--- config.mk ---
export PLATFORM = sky130hd
export DESIGN_NAME = gir_router
export DESIGN_NICKNAME = d
export VERILOG_FILES = /design/src/rtl/gir_pkg.sv /design/src/rtl/gir_sync.sv /design/src/rtl/gir_regs.sv /design/src/rtl/gir_chan.sv /design/src/rtl/gir_router.sv
export SDC_FILE = /design/constraint.sdc
export NUM_CORES = 1
export LEC_CHECK = 0
export BUFFER_PORTS_ARGS = -buffer_cell sky130_fd_sc_hd__buf_2
export CAP_MARGIN = 10
export CORE_AREA = 5 5 162 125
export DETAILED_ROUTE_END_ITERATION = 12
export DIE_AREA = 0 0 167 130
export GPL_ROUTABILITY_DRIVEN = 0
export GPL_TIMING_DRIVEN = 0
export PLACE_DENSITY_LB_ADDON = 0.15
export SLEW_MARGIN = 25
export SYNTH_ARGS = -nofsm -noshare
export SYNTH_HDL_FRONTEND = slang
export SYNTH_HIERARCHICAL = 1
export SYNTH_SLANG_ARGS = --single-unit
export TNS_END_PERCENT = 50
--- constraint.sdc ---
create_clock -name clk -period 1.63 [get_ports clk]
set_clock_uncertainty 0.2 [all_clocks]
set_input_delay 0.163 -clock clk [delete_from_list [all_inputs] [get_ports clk]]
set_output_delay 0.163 -clock clk [all_outputs]
set_load 0.05 [all_outputs]
--- src/rtl/gir_pkg.sv ---
package gir_pkg;
  localparam int CH_NUM  = 8;
  localparam int SEL_W   = 8;
  localparam logic [SEL_W-1:0] SEL_OFF = 8'hFF;

  typedef enum logic [1:0] {
    W_TRIG  = 2'd0,
    W_SELLO = 2'd1,
    W_SELHI = 2'd2,
    W_FILT  = 2'd3
  } reg_word_e;

  typedef struct packed {
    logic             edge_md;
    logic             sense_lo;
    logic [SEL_W-1:0] sel;
  } chan_cfg_t;
endpackage

--- src/rtl/gir_sync.sv ---
module gir_sync #(
  parameter int W = 16
) (
  input  logic         clk,
  input  logic         rst,
  input  logic [W-1:0] d_i,
  output logic [W-1:0] q_o
);
  logic [W-1:0] meta_q;

  always_ff @(posedge clk) begin
    if (rst) begin
      meta_q <= '0;
      q_o    <= '0;
    end else begin
      meta_q <= d_i;
      q_o    <= meta_q;
    end
  end
endmodule

--- src/rtl/gir_regs.sv ---
module gir_regs
  import gir_pkg::*;
(
  input  logic                    clk,
  input  logic                    rst,
  input  logic                    we,
  input  logic [1:0]              word,
  input  logic [31:0]             wdata,
  output logic [31:0]             rdata,
  output chan_cfg_t [CH_NUM-1:0]  cfg_o,
  output logic [CH_NUM-1:0]       touch_o
);
  chan_cfg_t [CH_NUM-1:0] cfg_q, cfg_d;
  logic [31:0]            filt_q, filt_d;
  reg_word_e              wsel;

  assign wsel  = reg_word_e'(word);
  assign cfg_o = cfg_q;

  always_comb begin
    cfg_d  = cfg_q;
    filt_d = filt_q;
    if (we) begin
      for (int n = 0; n < CH_NUM; n++) begin
        if (wsel == W_TRIG) begin
          cfg_d[n].edge_md  = wdata[n];
          cfg_d[n].sense_lo = wdata[16+n];
        end
        if ((wsel == W_SELLO && n < 4) || (wsel == W_SELHI && n >= 4))
          cfg_d[n].sel = wdata[8*(n%4) +: 8];
      end
      if (wsel == W_FILT) filt_d = wdata;
    end
  end

  always_comb begin
    for (int n = 0; n < CH_NUM; n++)
      touch_o[n] = (cfg_d[n] != cfg_q[n]);
  end

  always_ff @(posedge clk) begin
    if (rst) begin
      for (int n = 0; n < CH_NUM; n++)
        cfg_q[n] <= '{edge_md: 1'b0, sense_lo: 1'b0, sel: SEL_OFF};
      filt_q <= '0;
      rdata  <= '0;
    end else begin
      cfg_q  <= cfg_d;
      filt_q <= filt_d;
      case (wsel)
        W_TRIG: begin
          rdata <= '0;
          for (int n = 0; n < CH_NUM; n++) begin
            rdata[n]    <= cfg_q[n].edge_md;
            rdata[16+n] <= cfg_q[n].sense_lo;
          end
        end
        W_SELLO: rdata <= {cfg_q[3].sel, cfg_q[2].sel, cfg_q[1].sel, cfg_q[0].sel};
        W_SELHI: rdata <= {cfg_q[7].sel, cfg_q[6].sel, cfg_q[5].sel, cfg_q[4].sel};
        default: rdata <= filt_q;
      endcase
    end
  end

  // unused trigger-word bits never show up on the read port
  p_trig_unused_zero_r2: assert property (@(posedge clk) disable iff (rst)
    (wsel == W_TRIG) |=> ((rdata & 32'hFF00_FF00) == 32'h0));
endmodule

--- src/rtl/gir_chan.sv ---
module gir_chan
  import gir_pkg::*;
#(
  parameter int NUM_GPIO = 16
) (
  input  logic                clk,
  input  logic                rst,
  input  logic [NUM_GPIO-1:0] gpio_s,
  input  chan_cfg_t           cfg,
  input  logic                touch,
  output logic                irq_o
);
  localparam int          IDX_W = (NUM_GPIO > 1) ? $clog2(NUM_GPIO) : 1;
  localparam logic [8:0]  LIM   = 9'(NUM_GPIO);

  logic en, cur, active, prev_q, armed_q, hit;

  assign en     = (cfg.sel != SEL_OFF) && ({1'b0, cfg.sel} < LIM);
  assign cur    = en ? gpio_s[cfg.sel[IDX_W-1:0]] : 1'b0;
  assign active = cur ^ cfg.sense_lo;
  assign hit    = cfg.edge_md ? (armed_q && (cur != prev_q) && active) : active;

  always_ff @(posedge clk) begin
    if (rst) begin
      prev_q  <= 1'b0;
      armed_q <= 1'b0;
      irq_o   <= 1'b0;
    end else begin
      prev_q  <= cur;
      armed_q <= en && !touch;
      irq_o   <= en && hit;
    end
  end

  // a disabled channel is silent on the following cycle
  p_off_quiet_r5: assert property (@(posedge clk) disable iff (rst)
    !en |=> !irq_o);

  // under a steady edge configuration a pulse lasts one cycle
  p_edge_single_r4: assert property (@(posedge clk) disable iff (rst)
    (irq_o && $past(cfg.edge_md) && cfg.edge_md) |=> !irq_o);

  // a configuration change leaves a gap before any edge is reported
  p_rearm_gap_r7: assert property (@(posedge clk) disable iff (rst)
    touch |-> ##2 (!irq_o || !$past(cfg.edge_md)));
endmodule

--- src/rtl/gir_router.sv ---
module gir_router
  import gir_pkg::*;
#(
  parameter int NUM_GPIO = 16
) (
  input  logic                clk,
  input  logic                rst,
  input  logic [NUM_GPIO-1:0] gpio_i,
  input  logic                reg_we,
  input  logic [1:0]          reg_word,
  input  logic [31:0]         reg_wdata,
  output logic [31:0]         reg_rdata,
  output logic [CH_NUM-1:0]   irq_o
);
  logic [NUM_GPIO-1:0]    gpio_s;
  chan_cfg_t [CH_NUM-1:0] cfg;
  logic [CH_NUM-1:0]      touch;

  gir_sync #(.W(NUM_GPIO)) u_sync (
    .clk (clk),
    .rst (rst),
    .d_i (gpio_i),
    .q_o (gpio_s)
  );

  gir_regs u_regs (
    .clk     (clk),
    .rst     (rst),
    .we      (reg_we),
    .word    (reg_word),
    .wdata   (reg_wdata),
    .rdata   (reg_rdata),
    .cfg_o   (cfg),
    .touch_o (touch)
  );

  for (genvar c = 0; c < CH_NUM; c++) begin : g_ch
    gir_chan #(.NUM_GPIO(NUM_GPIO)) u_chan (
      .clk    (clk),
      .rst    (rst),
      .gpio_s (gpio_s),
      .cfg    (cfg[c]),
      .touch  (touch[c]),
      .irq_o  (irq_o[c])
    );
  end
endmodule

==> metrics.md <==
| Metric | Value |
|---|---|
| H-tree depth | 4 |
| Initial Util | 53.4% |
| Average cell area after synthesis | 9.64 um^2 |
| Synth Cell Area | 9790 um^2 |
| Outcome | finished, violations left |
| Flop and latch count out of synthesis | 200 |
| Most common library cells after synthesis | 241 x nand2_1, 200 x dfxtp_1, 65 x nand3b_1, 65 x nor2b_1, 64 x xnor2_1 |
| Crit path kind | flip-flop to flip-flop |
| Sequential share of the synthesized area | 40.9% |
| # diodes | 0 |
| First-pass GRT wire length | 47.1 mm |
| Initial drt markers | 995 |
| Core Area | 18300 um^2 |
| Overall Power | 0.0113 W |
| Synth cell types | 34 |
| Clk slew on worst S/H paths | 0.08 ns |
| Drt total wl | 30.2 mm |
| Final worst setup slack | -0.206 ns |
| Total GRT Usage | 28.4% |
| Post-DRT Antenna Nets | 0 |
| Max transition margin | 44.3% |
| Critical-path cell list | mux4_2, a22oi_2, and2_4, o41ai_2 |
| Cell Pwr Density | 966 nW/um^2 |
| Via/cell ratio | 5.74 |
| Failing checks | setup timing |
| Setup violators final | 16 |
| Synth top area share | 40.9% |
| Min Hold Slack | 0.0330 ns |
| Average wire per cell in the routed design | 21.2 um |
| Leakage power | 4.74 nW |
| Synth top area cells | dfxtp_1 41%, nand2_1 9.2%, mux4_1 8.6% |
| CTS tree | yes |
| CP peak stage delay | 0.52 ns |
| Hold WC Path Type | primary input to flip-flop |
| CP max stage cell | mux4_2 |
| Filler cells | 1561 |
| Worst-path fanout max | 5 |
| FP Rows | 43 |
| Max VDD drop | 0.698 mV |
| Root Driver | clkbuf_16 |
| CP bufs+invs | 0 |
| Top Family by Delay on Critical Path | multiplexers |
| CP Capture Type | flip-flop |
| Startpoint Class | flip-flop |
| Req. time, crit path | 1.74 ns |
| Mapped Cells | 1016 |
| Max Root-Sink Buffers | 2 |
| # DRC | 0 |
| Detailed-route via count | 8182 |
| Worst-Margin Slew | 0.836 ns |
| Maximum Capacitance Violations | 0 |
| HPWL Detailed | 21.2 mm |
| Share of layout cells above drive strength 1 | 24.8% |
| Die Span Y | 130 um |
| DRT Pass-1 Iters | 5 |
| Ports | 93 |
| Fmax | 0.545 GHz |
| Period minus WS final | 1.84 ns |
| CTS Buf Count | 17 |
| Ys flop type | dfxtp_1 |
| Area Growth Syn to Fin | 19.4% |
| Fin util | 63.7% |
| TritonCTS Sinks | 200 |
| Largest area contributor in the netlist | dfxtp_1 |
| Vias in the first global route | 7924 |
| FFs w/ async S/R, synth | 0% |
| Largest net degree at the start of global routing | 20 |
| Port Buf Inserts | 76 |
| EDFF count, synth | 0 |
| Worst endpoint data arrival time | 1.95 ns |
| Die Wd | 167 um |
| GRT overflow | 0 |
| Final period util | 113% |
| Initial antenna violation count | 1 |
| Final Hold Viols | 0 |
| Ys Warns | 6 |
| Nets | 1219 |
| Die Area | 21700 um^2 |
| RSZ-0062 raised after global routing | true |
| Clock Latency Late Sink | 0.44 ns |
| Count leader, synth | nand2_1 |
| Pins Over Slew Limit | 0 |
| Syn Nets | 1069 |
## metrics by stage
stage / setup TNS, ns / instance area [um^2] / setup WS, ns / std cells
floorplan: -0.0144 / 9770 / -0.0144 / 1016
finish: -1.80 / 11700 / -0.206 / 1426
detailed placement: -47.83 / 10500 / -0.733 / 1339
global route: -2.77 / 11700 / -0.266 / 1426
global placement: -44.70 / 10500 / -0.683 / 1339
CTS: -1.71 / 11700 / -0.197 / 1430
## report_power, final
part           total (W)  switching [W]  internal (W)
Clock            0.00418        0.00206       0.00211
Sequential       0.00537       0.000263       0.00510
Combinational    0.00175       0.000982      0.000772
## worst min-delay path, delay by kind of cell
kind,cells,cell delay [ns]
and+or+nand+nor,2,0.26
AOI/OAI and AO/OA,1,0.05
buffers and inverters,1,0.14
## final timing paths
kind / from / to / slack [ns] / cells after the start
max: u_regs/cfg_o[30]$_SDFF_PP1_ / g_ch[3].u_chan/irq_o$_SDFF_PP0_ / -0.21 / 4
min: reg_we / u_regs/cfg_o[38]$_SDFF_PP0_ / 0.03 / 4
max reg2reg: u_regs/cfg_o[30]$_SDFF_PP1_ / g_ch[3].u_chan/irq_o$_SDFF_PP0_ / -0.21 / 4
min reg2reg: u_sync/meta_q[14]$_SDFF_PP0_ / u_sync/q_o[14]$_SDFF_PP0_ / 0.24 / 1
## state kept, by name, indices dropped and copies added, names as in the netlist
register / flops
u_regs/filt_q: 32
g_ch.u_chan/prev_q: 8
u_regs/cfg_o: 80
g_ch.u_chan/armed_q: 8
u_sync/q_o: 16
u_regs/rdata: 32
g_ch.u_chan/irq_o: 8
u_sync/meta_q: 16
## placed cells by master (no fill, tap or decap), types with 4 or more instances in the layout
| master | count |
|---|---|
| nand2_1 | 241 |
| nand3b_1 | 65 |
| nand2b_1 | 7 |
| a22oi_1 | 16 |
| a21oi_1 | 48 |
| nor2b_1 | 65 |
| xnor2_1 | 64 |
| and2_1 | 8 |
| nand4_1 | 16 |
| nor2_1 | 35 |
| o41ai_2 | 5 |
| xor2_1 | 24 |
| dfxtp_2 | 15 |
| clkbuf_1 | 24 |
| dfxtp_1 | 177 |
| mux2_2 | 16 |
| a21boi_0 | 16 |
| a22oi_2 | 16 |
| buf_2 | 98 |
| clkbuf_16 | 18 |
| mux4_2 | 48 |
| buf_6 | 5 |
| nor2_2 | 6 |
| o21ai_0 | 14 |
| clkbuf_2 | 7 |
| inv_6 | 7 |
| buf_4 | 14 |
| dlygate4sd3_1 | 51 |
| nor4_4 | 4 |
| and2_4 | 8 |
| nand4b_1 | 8 |
| dfxtp_4 | 8 |
## cells by family (layout without fill, tap and decap cells)
logic type | after synthesis | after routing | share of synthesized area [%]
AO/OA/AOI/OAI | 120 | 120 | 9.10
XOR/XNOR | 88 | 88 | 7.87
buffers and inverters | 70 | 233 | 3.53
flip-flops | 200 | 200 | 40.9
multiplexers | 64 | 64 | 14.1
AND/OR/NAND/NOR | 474 | 474 | 24.5
## per-layer routing
metal	vias to the layer above	part of all wire [%]	global-route usage (%)
met5	-	0	0
met4	0	1.8	7.98
met3	35	12	8.15
met2	440	43	43.2
met1	3925	43	40.0
li1	3782	-	-
## final cells by class
class                           count  area [um^2]  area share [%]
Clock inverter                     14          124            1.06
Timing Repair Buffer              137          966            8.26
Multi-Input combinational cell    746         5460            46.7
Buffer                             64          337            2.88
Clock buffer                       18          450            3.85
Sequential cell                   200         4050            34.7
Tap cell                          247          309            2.64
## repair_timing
item | CTS | global route
setup endpoints to repair | 77 | 83
hold buffers | 51 | 0
pin swaps | 24 | 13
setup buffers | 8 | 2
gates resized for setup | 49 | 16
endpoints found under the hold margin | 126 | 0
Power figures use the tool's default switching activity.
